$ cat src/rtl/alu_pkg.sv
package alu_pkg;

    typedef enum logic [1:0] {
        OP_AND = 2'b00,
        OP_OR  = 2'b01,
        OP_SUM = 2'b10,
        OP_XOR = 2'b11
    } alu_op_e;

    typedef struct packed {
        logic res;
        logic cout;
    } slice_out_t;

    function automatic logic majority3(input logic x, input logic y, input logic z);
        return (x & y) | (x & z) | (y & z);
    endfunction

    function automatic logic parity3(input logic x, input logic y, input logic z);
        return x ^ y ^ z;
    endfunction

endpackage

$ cat src/rtl/alu_cond_mux.sv
module alu_cond_mux (
    input  logic bit_in,
    input  logic invert,
    output logic bit_out
);
    always_comb begin
        if (invert) bit_out = ~bit_in;
        else        bit_out = bit_in;
    end
endmodule

$ cat src/rtl/alu_slice.sv
module alu_slice
    import alu_pkg::*;
(
    input  logic    a,
    input  logic    b,
    input  logic    inv_a,
    input  logic    inv_b,
    input  logic    cin,
    input  alu_op_e op,
    output slice_out_t so
);
    logic a_c, b_c;
    logic sum_bit;

    alu_cond_mux u_mux_a (.bit_in(a), .invert(inv_a), .bit_out(a_c));
    alu_cond_mux u_mux_b (.bit_in(b), .invert(inv_b), .bit_out(b_c));

    always_comb begin
        sum_bit = parity3(a_c, b_c, cin);
        so.cout = majority3(a_c, b_c, cin);
        unique case (op)
            OP_AND:  so.res = a_c & b_c;
            OP_OR:   so.res = a_c | b_c;
            OP_SUM:  so.res = sum_bit;
            OP_XOR:  so.res = a_c ^ b_c;
            default: so.res = 1'b0;
        endcase
    end
endmodule

$ cat src/rtl/alu_flags.sv
module alu_flags #(
    parameter int WIDTH = 16
) (
    input  logic [WIDTH-1:0] res,
    input  logic             c_into_msb,
    input  logic             c_out_msb,
    output logic             ovf,
    output logic             is_zero
);
    always_comb begin
        ovf     = c_into_msb ^ c_out_msb;
        is_zero = (res == '0);
    end
endmodule

$ cat src/rtl/alu16_sliced.sv
module alu16_sliced
    import alu_pkg::*;
#(
    parameter int WIDTH = 16
) (
    input  logic [WIDTH-1:0] opa,
    input  logic [WIDTH-1:0] opb,
    input  logic             inv_a,
    input  logic             inv_b,
    input  logic [1:0]       op,
    output logic [WIDTH-1:0] result,
    output logic             carry,
    output logic             overflow,
    output logic             zero
);
    localparam int MSB = WIDTH - 1;

    logic [WIDTH:0] chain;
    slice_out_t     slice_q [WIDTH];
    alu_op_e        op_sel;

    assign op_sel   = alu_op_e'(op);
    assign chain[0] = inv_b;

    for (genvar i = 0; i < WIDTH; i++) begin : g_slice
        alu_slice u_slice (
            .a     (opa[i]),
            .b     (opb[i]),
            .inv_a (inv_a),
            .inv_b (inv_b),
            .cin   (chain[i]),
            .op    (op_sel),
            .so    (slice_q[i])
        );
        assign result[i]  = slice_q[i].res;
        assign chain[i+1] = slice_q[i].cout;
    end

    assign carry = chain[WIDTH];

    alu_flags #(.WIDTH(WIDTH)) u_flags (
        .res        (result),
        .c_into_msb (chain[MSB]),
        .c_out_msb  (chain[WIDTH]),
        .ovf        (overflow),
        .is_zero    (zero)
    );
endmodule

$ cat config.mk
export PLATFORM = sky130hd
export DESIGN_NAME = alu16_sliced
export DESIGN_NICKNAME = d
export VERILOG_FILES = /design/src/rtl/alu_pkg.sv /design/src/rtl/alu_cond_mux.sv /design/src/rtl/alu_slice.sv /design/src/rtl/alu_flags.sv /design/src/rtl/alu16_sliced.sv
export SDC_FILE = /design/constraint.sdc
export NUM_CORES = 1
export LEC_CHECK = 0
export ABC_AREA = 1
export BUFFER_PORTS_ARGS = -buffer_cell sky130_fd_sc_hd__buf_2
export CAP_MARGIN = 10
export CORE_MARGIN = 4
export CORE_UTILIZATION = 60
export DETAILED_ROUTE_END_ITERATION = 7
export PLACE_DENSITY_LB_ADDON = 0.2
export REMOVE_ABC_BUFFERS = 1
export SYNTH_ARGS = -nofsm -noshare
export SYNTH_HDL_FRONTEND = slang
export SYNTH_SLANG_ARGS = --single-unit
$ cat constraint.sdc
create_clock -name vclk -period 47.4
set_input_delay 14.22 -clock vclk [all_inputs]
set_output_delay 14.22 -clock vclk [all_outputs]
set_load 0.01 [all_outputs]
### Word-level counts from Yosys, hierarchy flattened

Index checks and enable logic that the tools add are counted.

* register bits: 0
* bits of input ports: 36
* output and inout bits: 19

* equality and inequality tests: 3
* muxes and demuxes: 48
* bitwise logic cells: 161
* reductions and logical operators: 2

Operators with widths (count)
* $pmux W1 S4: 16
* $and A1 B1 Y1: 48
* $or A1 B1 Y1: 48
* $xor A1 B1 Y1: 33
* $mux W1: 32
* $not A1 Y1: 32
* $logic_not A16 Y1: 1
* $eq A2 B2 Y1 const B: 2
* $eq A2 B1 Y1 const B: 1
* $logic_not A2 Y1: 1

### Logic depth before layout (Yosys ltp)

Gate-level depths: netlist of the first run.

* word-level depth: 51
* mapped depth: 29
* gate-level depth less buffers: 28

### By module

Synthesis of the first run repeated with hierarchy kept, for this count alone.

* cell total of the unflattened synthesis: 476
* area, all modules: 2374.8 µm²

Modules (own cells, without submodules)
* alu_slice: times used 16, cells an instance 18, area each 103.8 µm², seq. area each 0.0 µm²
* alu_cond_mux: times used 32, cells an instance 5, area each 18.8 µm², seq. area each 0.0 µm²
* alu_flags: times used 1, cells an instance 28, area each 112.6 µm², seq. area each 0.0 µm²

### Worst setup path before layout of the first run

No wires, ideal clock.

* kind: input port to output port
* from: input inv_b
* to: output zero
* arrival time: 20945 ps
* slack: 12235 ps
* stages: 28
* path buffers: 2
* path through: buf_2 -> buf_2 -> xnor2_1 -> inv_1 -> fa_1 -> fa_1 -> inv_1 -> fa_1 -> fa_1 -> fa_1 -> fa_1 -> fa_1 -> fa_1 -> fa_1 -> fa_1 -> fa_1 -> fa_1 -> fa_1 -> fa_1 -> fa_1 -> inv_1 -> nand3_1 -> nand3_1 -> nand2_1 -> nand2_1 -> nor2_1 -> nand2_1 -> nor2_1

* word-level cells in the longest chain between the ends: 49

Ends and longest elaborated chain
* start: declaration: line alu16_sliced.sv:9 `input logic inv_b,`
* $mux W1: line alu_cond_mux.sv:7 `if (invert) bit_out = ~bit_in;`
* $and A1 B1 Y1: line alu_pkg.sv:16, alu_slice.sv:22
* $or A1 B1 Y1 (2 in series): line alu_pkg.sv:16 `return (x & y) | (x & z) | (y & z);`
* $and A1 B1 Y1: line alu_pkg.sv:16
* $or A1 B1 Y1 (2 in series): line alu_pkg.sv:16
* $and A1 B1 Y1: line alu_pkg.sv:16
* $or A1 B1 Y1 (2 in series): line alu_pkg.sv:16
* $and A1 B1 Y1: line alu_pkg.sv:16
* (+27 left out)
* $or A1 B1 Y1 (2 in series): line alu_pkg.sv:16
* $and A1 B1 Y1: line alu_pkg.sv:16
* $or A1 B1 Y1 (2 in series): line alu_pkg.sv:16
* $and A1 B1 Y1: line alu_pkg.sv:16
* $or A1 B1 Y1 (2 in series): line alu_pkg.sv:16
* $xor A1 B1 Y1: line alu_pkg.sv:20 `return x ^ y ^ z;`
* $pmux W1 S4: line alu_slice.sv:21 `unique case (op)`
* $logic_not A16 Y1 *: line alu_flags.sv:12 `is_zero = (res == '0);`
* end: declaration: line alu16_sliced.sv:14 `output logic zero`

Mark *: on every way between the ends. The rest lies on a longest branch, timed or not.

### Worst setup path in the final report of the first run

* from: input inv_a
* to: output zero

* word-level cells in the longest chain between the ends: 49

Ends and longest elaborated chain
* start: declaration: line alu16_sliced.sv:8 `input logic inv_a,`
* $mux W1: line alu_cond_mux.sv:7
* $and A1 B1 Y1 (on tied branches): line alu_pkg.sv:16, alu_slice.sv:22
* $or A1 B1 Y1 (2 in series): line alu_pkg.sv:16
* $and A1 B1 Y1: line alu_pkg.sv:16
* $or A1 B1 Y1 (2 in series): line alu_pkg.sv:16
* $and A1 B1 Y1: line alu_pkg.sv:16
* $or A1 B1 Y1 (2 in series): line alu_pkg.sv:16
* $and A1 B1 Y1: line alu_pkg.sv:16
* (+27 left out)
* $or A1 B1 Y1 (2 in series): line alu_pkg.sv:16
* $and A1 B1 Y1: line alu_pkg.sv:16
* $or A1 B1 Y1 (2 in series): line alu_pkg.sv:16
* $and A1 B1 Y1: line alu_pkg.sv:16
* $or A1 B1 Y1 (2 in series): line alu_pkg.sv:16
* $xor A1 B1 Y1: line alu_pkg.sv:20
* $pmux W1 S4: line alu_slice.sv:21
* $logic_not A16 Y1 *: line alu_flags.sv:12

Marks and branches as above.

==> results of run 1 <==
-- final cells by class --
cell class         count  area [um^2]  share of cell area, %
inverters             70        262.8                  12.10
multi-input cells    213         1579                  72.70
well taps             44        55.05                  2.535
repair buffers        55        275.3                  12.67
-- worst paths after layout --
kind                  startpoint         end  slack (ns)  cells after the start
worst min-delay path       op[0]  result[15]       29.05                      6
worst max-delay path       inv_a        zero       11.78                     27
-- cells in the mapped netlist --
cell      number  area [um^2]
nand2_1       58        217.7
xor2_1         3        26.28
nor2_2         1        6.260
clkbuf_1       2        7.510
o21ai_0        2        10.01
buf_2          6        30.03
or2_2          3        18.77
inv_2          2        7.510
or2_0          7        43.79
buf_6          4        45.04
or2_1          3        18.77
nor2_4         1        11.26
nor2_1        31        116.4
nand3_1       22        110.1
fa_1          15        300.3
inv_1         68        255.2
xnor2_1       29        254.0
nand3b_1       6        45.04
ha_1          32        400.4
-- stage by stage --
| step | area, um^2 | instances | utilization (%) |
|---|---|---|---|
| floorplan | 1842 | 283 | - |
| global placement | 2172 | 382 | 71.15 |
| detailed placement | 2172 | 382 | 71.15 |
| CTS | 2172 | 382 | 71.15 |
| global route | 2172 | 382 | 71.15 |
| finish | 2172 | 382 | 71.15 |
-- cells by family (layout without fill, tap and decap cells) --
logic type | after synthesis | in the layout | share of synthesized area (%)
XOR/XNOR | 32 | 32 | 14.56
AO/OA/AOI/OAI | 2 | 2 | 0.5202
buffers and inverters | 82 | 125 | 17.95
AND/OR/NAND/NOR | 132 | 132 | 30.56
adder cells (fa/ha/maj) | 47 | 47 | 36.41
-- power breakdown --
part           internal [W]   total, W  switching, W
registers                 0          0             0
clock network             0          0             0
logic             0.0000134  0.0000315     0.0000181
-- per-layer routing --
| layer | global-route usage [%] | wire [um] | vias up |
|---|---|---|---|
| met1 | 24.73 | 1691 | 796 |
| li1 | - | - | 938 |
| met5 | 0 | 0 | - |
| met4 | 0.5277 | 0 | 0 |
| met3 | 0.3466 | 181 | 0 |
| met2 | 36.47 | 1993 | 45 |
-- placed cells by master (no fill, tap or decap), drive strengths merged --
| cell type | n |
|---|---|
| nor2 | 33 |
| inv | 70 |
| ha | 32 |
| nand3 | 22 |
| nand2 | 58 |
| or2 | 13 |
| o21ai | 2 |
| nand3b | 6 |
| xnor2 | 29 |
| xor2 | 3 |
| buf | 55 |
| fa | 15 |
==> flow_metrics.tcl, run 1 <==
set metrics [dict create \
    powerDensity_nw_per_um2 14.48 \
    critical_path_arrival_ns 21.40 \
    coreArea_um2 3053 \
    via_count 1779 \
    nClkBuffers 0 \
    leakagePower_nw 1.287 \
    cts_resized 0 \
    seqCellArea_um2 0 \
    synth_cell_types 19 \
    grt_overflow_total 0 \
    finalMaxSlewViolations 0 \
    path_buf_inv 4 \
    endpoint_kind "primary output" \
    wl_per_cell_um 10.12 \
    dieWidth_um 64.63 \
    area_delta_synth_final_pct 12.87 \
    cp_max_fo 16 \
    tns_ns 0 \
    cp.required_ns 33.18 \
    routed_wl_um 3866 \
    hpwlAfterDp_um 3263 \
    grt_pass1_vias 1587 \
    maxCapViolCount 0 \
    start_kind "input pin" \
    yosysSeqAreaShare_pct 0 \
    start_util_pct 63.03 \
    syn_area_um2 1924 \
    criticalPathCategory "in2out" \
    grt_max_degree 28 \
    drt_first_iter_violations 122 \
    period_minus_slack_ns 35.62 \
    slowest_delay_ns 0.49 \
    antenna_found_initial 0 \
    seq_cell_count 0 \
    post-route-period-util_pct 75.15 \
    viasPerCell 4.657 \
    slew_headroom_pct 65.58 \
    final_layout_size_suffix_gt1_share_pct 18.34 \
    io_pins 55 \
    crit_family "adder cells" \
    die_h_um 64.63 \
    cts_setup_buffers 0 \
    holdWs_ns 29.05 \
    cts_hold_buffers 0 \
    antenna_cells 0 \
    power_w 0.00003145 \
    peakVddDrop_mv 0.008642 \
    worstMarginPinSlew_ns 0.5163 \
    fillers 305 \
    design.die.area_um2 4177 \
    grt_pass1_wl_um 6596 \
    setup_viol_count_final 0 \
    first_pass_iters 4 \
    fmax_mhz 28.07 \
    track_usage_pct 18.93 \
    detail-route-antenna-nets 0 \
    gp_congestion 0.7945 \
    syn-mean-instance-area_um2 6.523 \
    cpMostUsedCell "fa_1" \
    row_count 20 \
    fin_ws_ns 11.78 \
    hold_violations 0 \
    drcViolationCount 0 \
    status "finished, final reports clean" \
    numPortBuffers 55 \
    hold_path_class "in2out" \
    synthCells 295 \
    crit_slowest_cell "fa_1" \
    place_ws_ns 11.77 \
    yosys_warnings 0 \
    fin_nets 423 \
    rsz0062_at_grt "false" \
]
(Power assumes the default switching activity.)
==> inputs of run 2 (changes only) <==
- CORE_UTILIZATION: 60 -> 56
- clock period: 47.4 -> 37 ns (I/O delays scaled with it)
==> flow_metrics.tcl, run 2 (synthesis results as in run 1) <==
set metrics [dict create \
    status "finished, final reports clean" \
    hold_violations 0 \
    tns_ns 0 \
    slew_headroom_pct 62.04 \
    cp.required_ns 25.90 \
    die_h_um 66.62 \
    grt_pass1_vias 1633 \
    detail-route-antenna-nets 0 \
    hold_path_class "in2out" \
    fillers 322 \
    drt_first_iter_violations 47 \
    numPortBuffers 55 \
    fmax_mhz 33.95 \
    maxCapViolCount 0 \
    start_kind "input pin" \
    leakagePower_nw 1.287 \
    start_util_pct 57.67 \
    cts_hold_buffers 0 \
    wl_per_cell_um 10.61 \
    nClkBuffers 0 \
    viasPerCell 4.586 \
    cpMostUsedCell "fa_1" \
    powerDensity_nw_per_um2 18.80 \
    grt_overflow_total 0 \
    worstHoldPathCells 6 \
    crit_slowest_cell "fa_1" \
    dieWidth_um 66.62 \
    area_delta_synth_final_pct 13.00 \
    gp_congestion 0.7911 \
    peakVddDrop_mv 0.01136 \
    via_count 1761 \
    fin_util_pct 65.17 \
    cts_setup_buffers 0 \
    holdPathEnd "result[11]" \
    seq_cell_count 0 \
    period_minus_slack_ns 29.45 \
    rsz0062_at_grt "false" \
    cts_resized 0 \
    cp_max_fo 16 \
    fin_nets 423 \
    worstMarginPinSlew_ns 0.5694 \
    coreArea_um2 3337 \
    setup_viol_count_final 0 \
    track_usage_pct 18.83 \
    antenna_cells 0 \
    power_w 0.00004088 \
    endpoint_kind "primary output" \
    design.die.area_um2 4438 \
    hp-start "op[0]" \
    io_pins 55 \
    grt_max_degree 28 \
    layout_commonest_cell "inv_1" \
    drcViolationCount 0 \
    routed_wl_um 4073 \
    criticalPathCategory "in2out" \
    antenna_found_initial 0 \
    row_count 21 \
    final_cell_mix "68 x inv_1, 58 x nand2_1, 55 x buf_2" \
    grt_pass1_wl_um 6768 \
    post-route-period-util_pct 79.60 \
    slowest_delay_ns 0.49 \
    final_layout_size_suffix_gt1_share_pct 18.34 \
    finalMaxSlewViolations 0 \
    hpwlAfterDp_um 3383 \
    critical_path_arrival_ns 18.35 \
    first_pass_iters 4 \
    seqCellArea_um2 0 \
]
-- run 2: cell counts in the layout (fill, tap and decap cells not counted) --
Identical to the previous run, type by type.
-- run 2: worst max-delay path: cells and delay by family --
| family | cells | cell delay [ns] |
|---|---|---|
| XOR/XNOR | 1 | 0.37 |
| AND/OR/NAND/NOR | 7 | 0.56 |
| buffers and inverters | 4 | 0.61 |
| adder cells (fa/ha/maj) | 15 | 5.70 |
-- run 2: routing by layer --
layer,vias up,share of wire [%],GRT usage (%)
li1,940,-,-
met1,779,46,23.82
met2,42,51,36.88
met3,0,3.8,0
met4,0,0,1.269
met5,-,0,0
-- run 2: worst max path at each step --
stage / startpoint / to / slack [ns] / cells past startpoint
floorplan: inv_a / zero / 8.45 / 25
global placement: inv_a / zero / 7.74 / 27
detailed placement: inv_a / zero / 7.55 / 27
CTS: inv_a / zero / 7.52 / 27
global route: inv_a / zero / 7.23 / 27
finish: inv_a / zero / 7.55 / 27
-- run 2: area by class of cell --
type	instances	area (um^2)	area share (%)
Inverter	70	262.8	12.08
Timing Repair Buffer	55	275.3	12.66
Tap cell	46	57.56	2.647
Multi-Input combinational cell	213	1579	72.61
-- run 2: stage by stage --
step | hold slack (ns) | cell area, um^2 | worst slack [ns] | cells
after global placement | 22.81 | 2175 | 7.736 | 384
after CTS | 22.81 | 2175 | 7.524 | 384
final | 22.80 | 2175 | 7.549 | 384
after floorplan | 22.35 | 1842 | 8.450 | 283
after detailed placement | 22.81 | 2175 | 7.555 | 384
after global routing | 22.86 | 2175 | 7.235 | 384
-- run 2: power breakdown --
part / switching [W] / total (W) / internal [W]
Clock: 0 / 0 / 0
Combinational: 0.0000235 / 0.0000409 / 0.0000174
Sequential: 0 / 0 / 0
Total: 0.0000235 / 0.0000409 / 0.0000174
